<file path="config.mk">
export PLATFORM = sky130hd
export DESIGN_NAME = gpio_ovr_port
export DESIGN_NICKNAME = d
export VERILOG_FILES = /design/src/rtl/gpio_ovr_pkg.sv /design/src/rtl/gpio_port_regs.sv /design/src/rtl/gpio_ovr_map.sv /design/src/rtl/gpio_pin_mux.sv /design/src/rtl/gpio_in_sync.sv /design/src/rtl/gpio_ovr_port.sv
export SDC_FILE = /design/constraint.sdc
export NUM_CORES = 1
export LEC_CHECK = 0
export BUFFER_PORTS_ARGS = -buffer_cell sky130_fd_sc_hd__buf_2
export CORE_ASPECT_RATIO = 0.8
export CORE_MARGIN = 8
export CORE_UTILIZATION = 40
export CTS_BUF_LIST = sky130_fd_sc_hd__clkbuf_16
export CTS_CLUSTER_SIZE = 8
export DETAILED_ROUTE_END_ITERATION = 8
export PLACE_DENSITY = 0.67
export SLEW_MARGIN = 25
export SYNTH_ARGS = -nofsm -noshare
export SYNTH_HDL_FRONTEND = slang
export SYNTH_SLANG_ARGS = --single-unit
</file>
<file path="constraint.sdc">
create_clock -name clk -period 3 [get_ports clk]
set_input_delay 0.15 -clock clk [delete_from_list [all_inputs] [get_ports clk]]
set_output_delay 0.15 -clock clk [all_outputs]
set_load 0.01 [all_outputs]
</file>
<file path="src/rtl/gpio_ovr_pkg.sv">
package gpio_ovr_pkg;

  typedef enum logic [1:0] {
    SEL_DIR    = 2'd0,
    SEL_PORT   = 2'd1,
    SEL_TOGGLE = 2'd2,
    SEL_DINOFF = 2'd3
  } reg_sel_e;

  // one pin's takeover record: enable/value pairs
  typedef struct packed {
    logic pu_en;
    logic pu_val;
    logic dir_en;
    logic dir_val;
    logic drv_en;
    logic drv_val;
    logic din_en;
    logic din_val;
  } pin_ovr_t;

endpackage

</file>
<file path="src/rtl/gpio_port_regs.sv">
module gpio_port_regs
  import gpio_ovr_pkg::*;
#(
  parameter int WIDTH = 8
) (
  input  logic             clk,
  input  logic             rst,
  input  logic             wr_en,
  input  logic [1:0]       wr_sel,
  input  logic [WIDTH-1:0] wr_data,
  input  logic [1:0]       rd_sel,
  input  logic [WIDTH-1:0] pin_val,
  output logic [WIDTH-1:0] dir_q,
  output logic [WIDTH-1:0] port_q,
  output logic [WIDTH-1:0] dinoff_q,
  output logic [WIDTH-1:0] rd_data
);

  always_ff @(posedge clk) begin
    if (rst) begin
      dir_q    <= '0;
      port_q   <= '0;
      dinoff_q <= '0;
      rd_data  <= '0;
    end else begin
      if (wr_en) begin
        case (reg_sel_e'(wr_sel))
          SEL_DIR:    dir_q    <= wr_data;
          SEL_PORT:   port_q   <= wr_data;
          SEL_TOGGLE: port_q   <= port_q ^ wr_data;
          SEL_DINOFF: dinoff_q <= wr_data;
          default: ;
        endcase
      end
      case (reg_sel_e'(rd_sel))
        SEL_DIR:    rd_data <= dir_q;
        SEL_PORT:   rd_data <= port_q;
        SEL_TOGGLE: rd_data <= pin_val;
        SEL_DINOFF: rd_data <= dinoff_q;
        default:    rd_data <= '0;
      endcase
    end
  end

  // toggle write inverts selected bits only
  p_toggle_r3: assert property (@(posedge clk) disable iff (rst)
    (wr_en && wr_sel == 2'd2) |=> (port_q == ($past(port_q) ^ $past(wr_data))));

  // direction write lands next cycle
  p_dir_write_r2: assert property (@(posedge clk) disable iff (rst)
    (wr_en && wr_sel == 2'd0) |=> (dir_q == $past(wr_data)));

endmodule

</file>
<file path="src/rtl/gpio_ovr_map.sv">
module gpio_ovr_map
  import gpio_ovr_pkg::*;
#(
  parameter int WIDTH     = 8,
  parameter int PIN_SCK   = 7,
  parameter int PIN_SS    = 6,
  parameter int PIN_CMP0  = 7,
  parameter int PIN_CMP1  = 5,
  parameter int PIN_XINT1 = 3,
  parameter int PIN_XINT0 = 2,
  parameter int PIN_TX    = 1,
  parameter int PIN_RX    = 0
) (
  input  logic             [WIDTH-1:0] port_q,
  input  logic                         pull_dis,
  input  logic                         spi_en,
  input  logic                         spi_master,
  input  logic                         spi_sck_out,
  input  logic             [1:0]       cmp_en,
  input  logic             [1:0]       cmp_out,
  input  logic                         uart_tx_en,
  input  logic                         uart_txd,
  input  logic                         uart_rx_en,
  input  logic             [WIDTH-1:0] pc_mask,
  input  logic                         pc_group_en,
  input  logic             [1:0]       xint_en,
  output pin_ovr_t         [WIDTH-1:0] ovr
);

  logic spi_slave, spi_mst;
  assign spi_slave = spi_en & ~spi_master;
  assign spi_mst   = spi_en &  spi_master;

  for (genvar i = 0; i < WIDTH; i++) begin : g_pin
    localparam bit IsSck  = (i == PIN_SCK);
    localparam bit IsSs   = (i == PIN_SS);
    localparam bit IsCmp0 = (i == PIN_CMP0);
    localparam bit IsCmp1 = (i == PIN_CMP1);
    localparam bit IsX0   = (i == PIN_XINT0);
    localparam bit IsX1   = (i == PIN_XINT1);
    localparam bit IsTx   = (i == PIN_TX);
    localparam bit IsRx   = (i == PIN_RX);

    logic held_pu;
    assign held_pu = port_q[i] & ~pull_dis;

    always_comb begin
      ovr[i] = '0;
      ovr[i].din_val = 1'b1;
      ovr[i].din_en  = (pc_mask[i] & pc_group_en)
                     | (IsX0 & xint_en[0]) | (IsX1 & xint_en[1]);
      // lowest priority first; later sources overwrite
      if (IsCmp1 && cmp_en[1]) begin
        ovr[i].drv_en  = 1'b1;
        ovr[i].drv_val = cmp_out[1];
      end
      if (IsCmp0 && cmp_en[0]) begin
        ovr[i].drv_en  = 1'b1;
        ovr[i].drv_val = cmp_out[0];
      end
      if (IsSck && spi_mst) begin
        ovr[i].drv_en  = 1'b1;
        ovr[i].drv_val = spi_sck_out;
      end
      if ((IsSck || IsSs) && spi_slave) begin
        ovr[i].dir_en  = 1'b1;
        ovr[i].dir_val = 1'b0;
        ovr[i].pu_en   = 1'b1;
        ovr[i].pu_val  = held_pu;
      end
      if (IsRx && uart_rx_en) begin
        ovr[i].dir_en  = 1'b1;
        ovr[i].dir_val = 1'b0;
        ovr[i].pu_en   = 1'b1;
        ovr[i].pu_val  = held_pu;
      end
      if (IsTx && uart_tx_en) begin
        ovr[i].dir_en  = 1'b1;
        ovr[i].dir_val = 1'b1;
        ovr[i].drv_en  = 1'b1;
        ovr[i].drv_val = uart_txd;
        ovr[i].pu_en   = 1'b1;
        ovr[i].pu_val  = 1'b0;
      end
    end
  end

endmodule

</file>
<file path="src/rtl/gpio_pin_mux.sv">
module gpio_pin_mux
  import gpio_ovr_pkg::*;
#(
  parameter int WIDTH = 8
) (
  input  logic                     clk,
  input  logic                     rst,
  input  pin_ovr_t [WIDTH-1:0]     ovr,
  input  logic     [WIDTH-1:0]     dir_q,
  input  logic     [WIDTH-1:0]     port_q,
  input  logic     [WIDTH-1:0]     dinoff_q,
  input  logic                     pull_dis,
  output logic     [WIDTH-1:0]     pad_out,
  output logic     [WIDTH-1:0]     pad_oe,
  output logic     [WIDTH-1:0]     pad_pu,
  output logic     [WIDTH-1:0]     din_on
);

  logic [WIDTH-1:0] oe_n, out_n, pu_n;

  for (genvar i = 0; i < WIDTH; i++) begin : g_mux
    logic reg_pu;
    assign reg_pu   = ~dir_q[i] & port_q[i] & ~pull_dis;
    assign oe_n[i]  = ovr[i].dir_en ? ovr[i].dir_val : dir_q[i];
    assign out_n[i] = ovr[i].drv_en ? ovr[i].drv_val : port_q[i];
    assign pu_n[i]  = ovr[i].pu_en  ? ovr[i].pu_val  : reg_pu;
    assign din_on[i] = ovr[i].din_en ? ovr[i].din_val : ~dinoff_q[i];

    // a direction takeover sets the registered enable
    p_dir_ovr_r5: assert property (@(posedge clk) disable iff (rst)
      ovr[i].dir_en |=> (pad_oe[i] == $past(ovr[i].dir_val)));

    // pull-up and drive never together
    p_pu_input_r4: assert property (@(posedge clk) disable iff (rst)
      pad_pu[i] |-> !pad_oe[i]);
  end

  always_ff @(posedge clk) begin
    if (rst) begin
      pad_out <= '0;
      pad_oe  <= '0;
      pad_pu  <= '0;
    end else begin
      pad_out <= out_n;
      pad_oe  <= oe_n;
      pad_pu  <= pu_n;
    end
  end

endmodule

</file>
<file path="src/rtl/gpio_in_sync.sv">
module gpio_in_sync #(
  parameter int WIDTH  = 8,
  parameter int STAGES = 2
) (
  input  logic             clk,
  input  logic             rst,
  input  logic [WIDTH-1:0] din,
  output logic [WIDTH-1:0] dout
);

  logic [STAGES-1:0][WIDTH-1:0] stage_q;

  always_ff @(posedge clk) begin
    if (rst) stage_q <= '0;
    else     stage_q[0] <= din;
  end

  for (genvar k = 1; k < STAGES; k++) begin : g_stage
    always_ff @(posedge clk) begin
      if (rst) stage_q[k] <= '0;
      else     stage_q[k] <= stage_q[k-1];
    end
  end

  assign dout = stage_q[STAGES-1];

endmodule

</file>
<file path="src/rtl/gpio_ovr_port.sv">
module gpio_ovr_port
  import gpio_ovr_pkg::*;
#(
  parameter int WIDTH       = 8,
  parameter int SYNC_STAGES = 2,
  parameter int PIN_SCK     = 7,
  parameter int PIN_SS      = 6,
  parameter int PIN_CMP0    = 7,
  parameter int PIN_CMP1    = 5,
  parameter int PIN_XINT1   = 3,
  parameter int PIN_XINT0   = 2,
  parameter int PIN_TX      = 1,
  parameter int PIN_RX      = 0
) (
  input  logic             clk,
  input  logic             rst,
  input  logic             wr_en,
  input  logic [1:0]       wr_sel,
  input  logic [WIDTH-1:0] wr_data,
  input  logic [1:0]       rd_sel,
  output logic [WIDTH-1:0] rd_data,
  input  logic             pull_dis,
  input  logic             spi_en,
  input  logic             spi_master,
  input  logic             spi_sck_out,
  input  logic [1:0]       cmp_en,
  input  logic [1:0]       cmp_out,
  input  logic             uart_tx_en,
  input  logic             uart_txd,
  input  logic             uart_rx_en,
  input  logic [WIDTH-1:0] pc_mask,
  input  logic             pc_group_en,
  input  logic [1:0]       xint_en,
  input  logic [WIDTH-1:0] pad_in,
  output logic [WIDTH-1:0] pad_out,
  output logic [WIDTH-1:0] pad_oe,
  output logic [WIDTH-1:0] pad_pu,
  output logic [WIDTH-1:0] periph_in
);

  logic [WIDTH-1:0] dir_q, port_q, dinoff_q, sync_q, din_on;
  pin_ovr_t [WIDTH-1:0] ovr;

  assign periph_in = sync_q & din_on;

  gpio_port_regs #(.WIDTH(WIDTH)) u_regs (
    .clk(clk), .rst(rst), .wr_en(wr_en), .wr_sel(wr_sel), .wr_data(wr_data),
    .rd_sel(rd_sel), .pin_val(periph_in), .dir_q(dir_q), .port_q(port_q),
    .dinoff_q(dinoff_q), .rd_data(rd_data)
  );

  gpio_ovr_map #(
    .WIDTH(WIDTH), .PIN_SCK(PIN_SCK), .PIN_SS(PIN_SS), .PIN_CMP0(PIN_CMP0),
    .PIN_CMP1(PIN_CMP1), .PIN_XINT1(PIN_XINT1), .PIN_XINT0(PIN_XINT0),
    .PIN_TX(PIN_TX), .PIN_RX(PIN_RX)
  ) u_map (
    .port_q(port_q), .pull_dis(pull_dis), .spi_en(spi_en),
    .spi_master(spi_master), .spi_sck_out(spi_sck_out), .cmp_en(cmp_en),
    .cmp_out(cmp_out), .uart_tx_en(uart_tx_en), .uart_txd(uart_txd),
    .uart_rx_en(uart_rx_en), .pc_mask(pc_mask), .pc_group_en(pc_group_en),
    .xint_en(xint_en), .ovr(ovr)
  );

  gpio_pin_mux #(.WIDTH(WIDTH)) u_mux (
    .clk(clk), .rst(rst), .ovr(ovr), .dir_q(dir_q), .port_q(port_q),
    .dinoff_q(dinoff_q), .pull_dis(pull_dis), .pad_out(pad_out),
    .pad_oe(pad_oe), .pad_pu(pad_pu), .din_on(din_on)
  );

  gpio_in_sync #(.WIDTH(WIDTH), .STAGES(SYNC_STAGES)) u_sync (
    .clk(clk), .rst(rst), .din(pad_in), .dout(sync_q)
  );

  // slave SPI forces both its pins to input
  p_slave_in_r5: assert property (@(posedge clk) disable iff (rst)
    (spi_en && !spi_master) |=> (!pad_oe[PIN_SCK] && !pad_oe[PIN_SS]));

  // transmitter owns its pin
  p_tx_out_r8: assert property (@(posedge clk) disable iff (rst)
    uart_tx_en |=> (pad_oe[PIN_TX] && !pad_pu[PIN_TX] && pad_out[PIN_TX] == $past(uart_txd)));

  // receiver pin is an input
  p_rx_in_r9: assert property (@(posedge clk) disable iff (rst)
    uart_rx_en |=> !pad_oe[PIN_RX]);

  // master clock reaches its pin
  p_sck_drive_r6: assert property (@(posedge clk) disable iff (rst)
    (spi_en && spi_master) |=> (pad_out[PIN_SCK] == $past(spi_sck_out)));

endmodule

</file>
==> flow_metrics.tcl <==
set metrics [dict create \
    setup_violations 0 \
    status "finished clean" \
    detail_route.first_pass.iterations 4 \
    finalPower_mw 1.59 \
    gp_congestion 0.796 \
    drt_iter0_markers 76 \
    fin_setup_tns_ns 0 \
    synth_top_area_share_pct 48.3 \
    first_global_vias 1641 \
    syn_inst 226 \
    synth_async_sr_flop_share_pct 0 \
    cts_resized 0 \
    yosysWarnings 16 \
    drt-total-wl_um 5050 \
    fin_crit_sh_pct 35.1 \
    pre_cts_ws_ns 1.65 \
    cts_buffers 5 \
    grt_pass1_wl_um 8190 \
    rsz0062_at_grt "no" \
    ys_seq_area_share_pct 48.3 \
    hold_buffers 0 \
    end_kind "flop" \
    crit_required_ns 3.18 \
    yosys_most_used_dff "dfxtp_1" \
    yosysTopAreaCell "dfxtp_1" \
    grt_max_degree 33 \
    synth.area.mux_share_pct 9.49 \
    report.final.slew_viol_count 0 \
    crit_path_start_kind "input pin" \
    synth_simple_gate_area_share_pct 19.4 \
    drc 0 \
    synth_top_family_by_area "simple AND/OR/NAND/NOR gates" \
    utilization_pct 49.5 \
    track_usage_pct 12.0 \
    vias 1664 \
    netlist_top_cells_area "dfxtp_1 48%, mux2_4 5.2%, a22oi_2 4.3%" \
    cp.arrival_ns 1.23 \
    antenna_found_initial 0 \
    synth_area_sq_mm 0.00232 \
    ctsLongestPathBuffers 2 \
    clk_pin_slew_worst_paths_ns 0.06 \
    cts.sinks 56 \
    synth_edf_count 0 \
    worstSkewPairLatency_ns 0.29 \
    die_area_sq_mm 0.00851 \
    cellPowerDensity_mw_per_mm2 583 \
    fmax_mhz 951 \
    h-tree-depth 2 \
    rows 24 \
    synth.avg_cell_area_sq_um 10.3 \
    routed_via_density 4.70 \
    hold_class "in2reg" \
    period_minus_slack_ns 1.05 \
    initial_core_util_pct 42.0 \
    ys_types 29 \
    setup_slack_ns 1.95 \
    synth_xor_area_share_pct 0 \
    io_buffer_count 57 \
    cts_tree "yes" \
    path_class "in2reg" \
    drive_gt1_share_pct 31.9 \
    postCtsSetupBuffers 0 \
    die_h_um 84.1 \
    synth-adder-area-share_pct 1.62 \
    cap_violations 0 \
    wl_per_cell_um 14.3 \
    ir_drop_mv 0.231 \
    maxSlewHeadroom_pct 58.8 \
    dp_hpwl_um 3830 \
    n_antenna_cell 0 \
    ys_seq_elements 56 \
    cts_root_buffer "clkbuf_16" \
    fin_skew_ns 0.00437 \
    dieWidth_um 101 \
    finalHoldViolCount 0 \
    ant_nets 0 \
    core_area_sq_mm 0.00553 \
    overflow 0 \
    leakage_nw 1.18 \
    hold_ws_ns 0.103 \
    nets 325 \
    synth_most_common_cell "dfxtp_1" \
    ios 85 \
    synth_common_cells "56 x dfxtp_1, 20 x nand2_1, 18 x a21oi_1" \
    area_delta_synth_final_pct 17.7 \
    path_max_fanout 8 \
    synth_compound_area_share_pct 13.5 \
    worstMarginPinSlew_ns 0.617 \
]
[logic make-up after synthesis]
logic type,after synthesis
compound gates,43
fa+ha+maj,3
buf+inv,25
flops,56
mux,18
other cells,1
simple gates,80
[stage by stage]
stage	area, sq um	std cells
final	2730	354
after detailed placement	2580	348
after CTS	2730	354
after global placement	2580	348
after floorplan	2350	233
after global routing	2730	354
[registers in the layout, summed over array words and instances, names as in the netlist]
name / cells
u_mux.pad_pu: 8
u_regs.rd_data: 8
u_mux.pad_oe: 8
u_regs.dinoff_q: 8
u_mux.pad_out: 8
u_regs.port_q: 8
u_regs.dir_q: 8
[critical path: stages]
cell and delay, ns:
buf_2 0.09, inv_1 0.05, ha_1 0.33, and2_1 0.30, o21ai_1 0.11, a32o_1 0.20
[cell usage in the layout, fill, tap and decap left out, drive strengths merged]
| cell | instances |
|---|---|
| ha | 3 |
| a21oi | 18 |
| bufinv | 1 |
| a31oi | 1 |
| o21ai | 8 |
| nor2 | 16 |
| and3 | 2 |
| and2 | 3 |
| nand2b | 2 |
| clkbuf | 5 |
| mux2 | 8 |
| a22oi | 8 |
| mux2i | 10 |
| nand3b | 2 |
| nand2 | 22 |
| a32o | 7 |
| nand3 | 16 |
| a211oi | 1 |
| inv | 4 |
| dfxtp | 56 |
| nor2b | 13 |
| nor4b | 4 |
| buf | 58 |
| conb | 8 |
[power by group]
group / switching, mW / internal (mW) / leakage [nW] / total, mW
registers: 0.0235 / 0.774 / 0.455 / 0.797
clock network: 0.241 / 0.384 / 0.0757 / 0.625
logic: 0.0944 / 0.0753 / 0.644 / 0.170
total: 0.359 / 1.23 / 1.18 / 1.59
[routing by layer]
metal	part of all wire, %	track usage [%]
met1	52	17.5
met2	39	15.6
met3	7.9	4.29
met4	0.91	4.05
met5	0	0
[final cells by class]
| cell class | count | area, sq um |
|---|---|---|
| Clock inverter | 1 | 30.0 |
| Clock buffer | 5 | 125 |
| Tap cell | 78 | 97.6 |
| Fill cell | 541 | 2790 |
| Multi-Input combinational cell | 152 | 1050 |
| Inverter | 4 | 15.0 |
| Sequential cell | 56 | 1120 |
| Timing Repair Buffer | 58 | 293 |
[final timing paths]
check	endpoint	startpoint	cells past startpoint	slack [ns]
worst max-delay path	u_regs.port_q[6]	wr_sel[0]	6	1.95
worst min-delay path	u_mux.pad_out[1]	uart_txd	3	0.10
worst max register to register	u_regs.rd_data[1]	u_regs.port_q[1]	3	2.03
worst min register to register	u_regs.dinoff_q[6]	u_regs.dinoff_q[6]	2	0.46
Note: power is estimated with default switching activity, not from simulation.
